## src/rtl/pgw_pkg.sv

```systemverilog
package pgw_pkg;
    typedef enum logic [1:0] {
        PG_IDLE = 2'd0,
        PG_LOAD = 2'd1,
        PG_PROG = 2'd2
    } pg_state_e;
endpackage

```

## src/rtl/pgw_strobe_filt.sv

```systemverilog
// Low-going glitch filter: the output falls only after GLITCH_CYC
// consecutive low samples; it rises on the first high sample.
module pgw_strobe_filt #(
    parameter int GLITCH_CYC = 2
) (
    input  logic clk,
    input  logic rst_n,
    input  logic raw_n,
    output logic filt_n
);
    localparam int CW = (GLITCH_CYC > 1) ? $clog2(GLITCH_CYC) : 1;

    typedef struct packed {
        logic          filt;
        logic [CW-1:0] cnt;
    } flt_t;

    flt_t q, d;

    always_comb begin
        d = q;
        if (raw_n) begin
            d.filt = 1'b1;
            d.cnt  = '0;
        end else if (q.filt) begin
            if (q.cnt == CW'(GLITCH_CYC - 1)) begin
                d.filt = 1'b0;
                d.cnt  = '0;
            end else begin
                d.cnt = q.cnt + 1'b1;
            end
        end
    end

    always_ff @(posedge clk or negedge rst_n) begin
        if (!rst_n) begin
            q.filt <= 1'b1;
            q.cnt  <= '0;
        end else begin
            q <= d;
        end
    end

    assign filt_n = q.filt;
endmodule

```

## src/rtl/pgw_pwr_guard.sv

```systemverilog
// Holds writes off while supply is low and for PWRUP_CYC cycles after it rises.
module pgw_pwr_guard #(
    parameter int PWRUP_CYC = 500000
) (
    input  logic clk,
    input  logic rst_n,
    input  logic supply_ok,
    output logic locked
);
    localparam int CW = (PWRUP_CYC > 1) ? $clog2(PWRUP_CYC) : 1;

    typedef struct packed {
        logic          lock;
        logic [CW-1:0] cnt;
    } grd_t;

    grd_t q, d;

    always_comb begin
        d = q;
        if (!supply_ok) begin
            d.lock = 1'b1;
            d.cnt  = '0;
        end else if (q.lock) begin
            if (q.cnt == CW'(PWRUP_CYC - 1)) begin
                d.lock = 1'b0;
            end else begin
                d.cnt = q.cnt + 1'b1;
            end
        end
    end

    always_ff @(posedge clk or negedge rst_n) begin
        if (!rst_n) begin
            q.lock <= 1'b1;
            q.cnt  <= '0;
        end else begin
            q <= d;
        end
    end

    assign locked = q.lock;
endmodule

```

## src/rtl/pgw_cycle_timer.sv

```systemverilog
// Up-counter that restarts from zero on start and saturates at LIMIT-1.
module pgw_cycle_timer #(
    parameter int LIMIT = 4,
    parameter int CW    = 2
) (
    input  logic          clk,
    input  logic          rst_n,
    input  logic          start,
    input  logic          en,
    output logic [CW-1:0] count
);
    typedef struct packed {
        logic [CW-1:0] cnt;
    } tmr_t;

    tmr_t q, d;

    always_comb begin
        d = q;
        if (start) begin
            d.cnt = '0;
        end else if (en && (q.cnt != CW'(LIMIT - 1))) begin
            d.cnt = q.cnt + 1'b1;
        end
    end

    always_ff @(posedge clk or negedge rst_n) begin
        if (!rst_n) begin
            q.cnt <= '0;
        end else begin
            q <= d;
        end
    end

    assign count = q.cnt;
endmodule

```

## src/rtl/eeprom_page_ctrl.sv

```systemverilog
module eeprom_page_ctrl
    import pgw_pkg::*;
#(
    parameter int ADDR_W     = 17,
    parameter int DATA_W     = 8,
    parameter int PAGE_BYTES = 128,
    parameter int LOAD_CYC   = 15000,
    parameter int PROG_CYC   = 1000000,
    parameter int PWRUP_CYC  = 500000,
    parameter int GLITCH_CYC = 2
) (
    input  logic              clk,
    input  logic              rst_n,
    input  logic              supply_ok,
    input  logic              sel_n,
    input  logic              wen_n,
    input  logic              oen_n,
    input  logic [ADDR_W-1:0] addr,
    input  logic [DATA_W-1:0] din,
    output logic              busy,
    output logic              arr_we,
    output logic [ADDR_W-1:0] arr_addr,
    output logic [DATA_W-1:0] arr_data
);
    localparam int OFS_W = $clog2(PAGE_BYTES);
    localparam int TAG_W = ADDR_W - OFS_W;
    localparam int LCW   = (LOAD_CYC > 1) ? $clog2(LOAD_CYC) : 1;
    localparam int PCW   = (PROG_CYC > 1) ? $clog2(PROG_CYC) : 1;

    typedef struct packed {
        pg_state_e                         state;
        logic                              s_sel_n;
        logic                              s_wen_n;
        logic                              s_oen_n;
        logic [ADDR_W-1:0]                 s_addr;
        logic [DATA_W-1:0]                 s_din;
        logic                              prev_act;
        logic                              acc;
        logic [OFS_W-1:0]                  ofs;
        logic [TAG_W-1:0]                  tag;
        logic [TAG_W-1:0]                  page;
        logic [PAGE_BYTES-1:0]             vld;
        logic [PAGE_BYTES-1:0][DATA_W-1:0] pbuf;
    } ctl_t;

    ctl_t q, d;

    logic [1:0]       strb_s;
    logic [1:0]       f_n;      // [0] chip select, [1] write enable
    logic             locked;
    logic             load_go, prog_go;
    logic [LCW-1:0]   load_cnt;
    logic [PCW-1:0]   prog_cnt;
    logic             load_done, prog_done;
    logic             act, start;
    logic [OFS_W-1:0] slot;
    logic             slot_live;

    assign strb_s = {q.s_wen_n, q.s_sel_n};

    genvar gi;
    generate
        for (gi = 0; gi < 2; gi++) begin : g_filt
            pgw_strobe_filt #(.GLITCH_CYC(GLITCH_CYC)) u_filt (
                .clk    (clk),
                .rst_n  (rst_n),
                .raw_n  (strb_s[gi]),
                .filt_n (f_n[gi])
            );
        end
    endgenerate

    pgw_pwr_guard #(.PWRUP_CYC(PWRUP_CYC)) u_guard (
        .clk       (clk),
        .rst_n     (rst_n),
        .supply_ok (supply_ok),
        .locked    (locked)
    );

    pgw_cycle_timer #(.LIMIT(LOAD_CYC), .CW(LCW)) u_load_tmr (
        .clk   (clk),
        .rst_n (rst_n),
        .start (load_go),
        .en    (1'b1),
        .count (load_cnt)
    );

    pgw_cycle_timer #(.LIMIT(PROG_CYC), .CW(PCW)) u_prog_tmr (
        .clk   (clk),
        .rst_n (rst_n),
        .start (prog_go),
        .en    (q.state == PG_PROG),
        .count (prog_cnt)
    );

    assign load_done = (load_cnt == LCW'(LOAD_CYC - 1));
    assign prog_done = (prog_cnt == PCW'(PROG_CYC - 1));

    always_comb begin
        d       = q;
        load_go = 1'b0;
        prog_go = 1'b0;

        d.s_sel_n = sel_n;
        d.s_wen_n = wen_n;
        d.s_oen_n = oen_n;
        d.s_addr  = addr;
        d.s_din   = din;

        act        = !f_n[0] && !f_n[1] && q.s_oen_n;
        start      = act && !q.prev_act;
        d.prev_act = act;

        if (q.acc) begin
            if (!q.s_oen_n) begin
                d.acc = 1'b0;               // output enable dropped: abandon
            end else if (f_n[0] || f_n[1]) begin
                d.acc = 1'b0;               // earlier rising strobe latches data
                if (!locked) begin
                    d.pbuf[q.ofs] = q.s_din;
                    d.vld[q.ofs]  = 1'b1;
                    if (q.state == PG_IDLE) begin
                        d.state = PG_LOAD;
                        d.page  = q.tag;
                    end
                end
            end
        end else if (start && !locked && (q.state != PG_PROG)) begin
            d.acc   = 1'b1;                 // later falling strobe latches address
            d.ofs   = q.s_addr[OFS_W-1:0];
            d.tag   = q.s_addr[ADDR_W-1:OFS_W];
            load_go = 1'b1;
        end

        case (q.state)
            PG_LOAD: begin
                if (load_done && !q.acc && !load_go) begin
                    d.state = PG_PROG;
                    prog_go = 1'b1;
                end
            end
            PG_PROG: begin
                if (prog_done) begin
                    d.state = PG_IDLE;
                    d.vld   = '0;
                end
            end
            default: ;
        endcase
    end

    always_ff @(posedge clk or negedge rst_n) begin
        if (!rst_n) begin
            q         <= '0;
            q.state   <= PG_IDLE;
            q.s_sel_n <= 1'b1;
            q.s_wen_n <= 1'b1;
            q.s_oen_n <= 1'b1;
        end else begin
            q <= d;
        end
    end

    always_comb begin
        slot      = prog_cnt[OFS_W-1:0];
        slot_live = (32'(prog_cnt) < PAGE_BYTES);
        busy      = (q.state != PG_IDLE);
        arr_we    = (q.state == PG_PROG) && slot_live && q.vld[slot];
        arr_addr  = {q.page, slot};
        arr_data  = q.pbuf[slot];
    end
endmodule

```

## config.mk

```make
export PLATFORM = sky130hd
export DESIGN_NAME = eeprom_page_ctrl
export DESIGN_NICKNAME = d
export VERILOG_FILES = /design/src/rtl/pgw_pkg.sv /design/src/rtl/pgw_strobe_filt.sv /design/src/rtl/pgw_pwr_guard.sv /design/src/rtl/pgw_cycle_timer.sv /design/src/rtl/eeprom_page_ctrl.sv
export SDC_FILE = /design/constraint.sdc
export NUM_CORES = 2
export LEC_CHECK = 0
export BUFFER_PORTS_ARGS = -buffer_cell sky130_fd_sc_hd__buf_4
export CAP_MARGIN = 25
export CORE_UTILIZATION = 52
export DETAILED_ROUTE_END_ITERATION = 8
export HOLD_SLACK_MARGIN = 0.15
export PLACE_DENSITY = 0.7
export SKIP_LAST_GASP = 1
export SLEW_MARGIN = 20
export SYNTH_ARGS = -nofsm -noshare
export SYNTH_HDL_FRONTEND = slang
export SYNTH_SLANG_ARGS = --single-unit
```

## constraint.sdc

```tcl
create_clock -name clk -period 2.76 [get_ports clk]
set_clock_uncertainty 0.05 [all_clocks]
set_input_delay 0.552 -clock clk [delete_from_list [all_inputs] [get_ports clk]]
set_output_delay 0.552 -clock clk [all_outputs]
set_load 0.02 [all_outputs]
```

==> out/metrics.yaml <==
global_route:
  grt_antenna_before_repair: 2
  grt-ovfl-total: 0
  track_usage_pct: 26.3
  grt_max_degree: 128
  grt_pass1_wl_um: 224000
  grt_pass1_vias: 37100
finish:
  final_cell_mix: "dfrtp_1 (1252), mux2_2 (1036), buf_4 (261)"
  drive_above_1_share_pct: 47.2
  layout_commonest_cell: "dfrtp_1"
  utilization_pct: 61.9
  nets: 4299
  design_area_um2: 67600
  diodes: 0
  area_growth_pct: 17.7
  n_fill_cell: 8134
critical_path:
  path_cells: "buf_12 > buf_12 > buf_8 > buf_12 > mux4_2 > a22o_4 > a221oi_2 > o22ai_1 > o31a_1 > buf_6"
  r2r_end: "u_prog_tmr.count[19]"
  worstRegToRegCells: 10
  critPathMostFrequentCell: "buf_12"
  cp-start-kind: "flip-flop"
  critPathArrivalTime_ns: 3.36
  worstSetupEndpointType: "output port"
  required_ns: 2.16
  timing.rr.start: "u_prog_tmr.count[0]"
  critPathBufInv: 5
  critical_path_class: "flip-flop to output port"
  worst_path_max_delay_cell: "dfrtp_4"
  path_max_fanout: 6
  slowest_delay_ns: 0.54
  ff2ff_setup_slack_ns: 0.04
  cp_top_family: "compound AO/OA/AOI/OAI gates"
cts:
  cts_max_level: 4
  cts_tree: "yes"
  cts.sinks: 1269
  path_clk_slew_ns: 0.06
  root_buffer: "clkbuf_16"
  clockBufferDepth: 3
  cts_made_buffers: 135
  worst_skew_pair.late_latency_ns: 0.76
timing:
  setup_ws_ns: -1.20
  rsz0062_at_grt: "true"
  setup_viol: 9
  final_max_slew_viol_count: 0
  finalCritPeriodShare_pct: 144
  relSlewSlack_pct: 33.3
  max_freq_mhz: 252
  period_needed_ns: 3.96
  hold_viol_final: 0
  tightest_slew_ns: 1.00
route:
  vias_per_cell: 6.02
  dr.max_layer_used: "met4"
  wl_um: 143000
  post_drt_wl_per_cell_um: 24.5
  drc_errors: 0
  drt_iter0_drc: 2563
  drt-met1-wl_um: 63600
  wl_met2_um: 67600
  vias: 35200
  route.met3.wl_um: 7580
  firstDrtPassIters: 5
  antenna_left: 0
logic_synthesis:
  synth_warnings: 0
  ys_seq_area_share_pct: 55.3
  synth_edf_count: 0
  ys_async_sr_fraction_pct: 100
  synth-main-ff-cell: "dfrtp_1"
  synth_cell_types: 62
  synth_nets: 4061
  netlist_instances: 4023
  avgSynthCellArea_um2: 14.3
  netlist_area_um2: 57400
  ys_ff_latch: 1269
hold_path:
  hold_path_class: "input pin to asynchronous set/reset pin"
placed_design:
  placed_area_um2: 61500
  gp_congestion: 0.849
  portBuffers: 57
  hpwlAfterDp_um: 92700
floorplan:
  dieArea_um2: 112000
  die_w_um: 334
  rows: 121
  core-area_um2: 109000
  fp.dieH_um: 334
  pin_count: 58
  start_util_pct: 52.6
pwr:
  p_leak_nw: 31.9
  ir_drop_v: 0.000493
  power.density_nw_per_um2: 560
run_status:
  violations: "setup timing"
  outcome: "complete, but fails checks"
flow_run:
  maxCapViolations: 0
kinds of logic after synthesis:
logic type / after synthesis / share of synthesized area, %
adder cells (fa/ha/maj): 7 / 0.153
XOR/XNOR: 42 / 0.641
multiplexers: 1426 / 31.9
AO/OA/AOI/OAI: 349 / 3.93
buffers and inverters: 342 / 2.64
flip-flops: 1269 / 55.3
AND/OR/NAND/NOR: 588 / 5.37
what timing repair did:
item	in CTS	in global routing
hold buffers	30	0
gates cloned	4	0
pin swaps	37	29
buffers inserted	17	14
resized for setup	95	76
setup endpoints to repair	10	231
hold endpoints to repair	629	0
layout make-up:
| class | count | area (um2) | area share (%) |
|---|---|---|---|
| multi-input cells | 2412 | 24800 | 36.7 |
| clock inverters | 44 | 603 | 0.892 |
| flip-flops and latches | 1269 | 31800 | 47.1 |
| repair buffers | 412 | 4530 | 6.70 |
| clock buffers | 197 | 3910 | 5.79 |
| well taps | 1476 | 1850 | 2.73 |
| inverters | 31 | 116 | 0.172 |
routing by layer:
metal,up-vias,GRT usage (%)
li1,15200,-
met2,915,40.9
met3,263,4.74
met5,-,0
met1,18700,37.0
met4,0,9.53
stage by stage:
step                instances  TNS, ns  worst slack (ns)  power, mW  hold WS [ns]
floorplan                4023        0           0.00716       19.2         0.206
global placement         5536    -4.80            -0.679       19.8         0.392
detailed placement       5536    -4.87            -0.709       19.8         0.405
CTS                      5828   -10.84             -1.24       38.2         0.284
global route             5841   -11.06             -1.27       38.9         0.321
finish                   5841   -10.36             -1.20       37.8         0.302
synth_stat cells, types with 28 or more instances:
cell	instances	area, um2
nand3_1	35	175
a21oi_1	131	656
dfrtp_1	1263	31600
mux4_2	219	4930
inv_1	30	113
buf_2	76	380
nand2_1	136	510
mux2i_1	158	1580
mux2_2	1036	11700
nor2_4	29	327
clkbuf_1	188	706
buf_4	30	225
a22oi_1	102	766
nor2_1	208	781
nand4_1	32	200
nand2_2	28	175
how the worst max path moves through the flow:
stage / start / to / slack, ns / cells after the start
global placement: u_prog_tmr.count[1] / arr_data[5] / -0.68 / 10
floorplan: u_prog_tmr.count[0] / arr_data[0] / 0.007 / 7
global route: u_prog_tmr.count[0] / arr_data[1] / -1.27 / 10
detailed placement: u_prog_tmr.count[1] / arr_data[5] / -0.71 / 10
CTS: u_prog_tmr.count[0] / arr_data[5] / -1.24 / 9
finish: u_prog_tmr.count[0] / arr_data[1] / -1.20 / 10
worst register-to-register path, delay by kind of cell (launching register included):
| kind | cells | cell delay [ns] |
|---|---|---|
| adder cells (fa/ha/maj) | 1 | 0.22 |
| AO/OA/AOI/OAI | 2 | 0.47 |
| AND/OR/NAND/NOR | 4 | 0.89 |
| flip-flops | 1 | 0.54 |
| buffers and inverters | 3 | 0.48 |
where the power goes:
group	total (mW)	leakage (nW)	switching, mW	internal, mW
combinational	0.730	12.0	0.563	0.166
clock	18.3	2.22	7.56	10.7
sequential	18.8	17.6	0.139	18.7
Note: power is estimated with default switching activity, not from simulation.
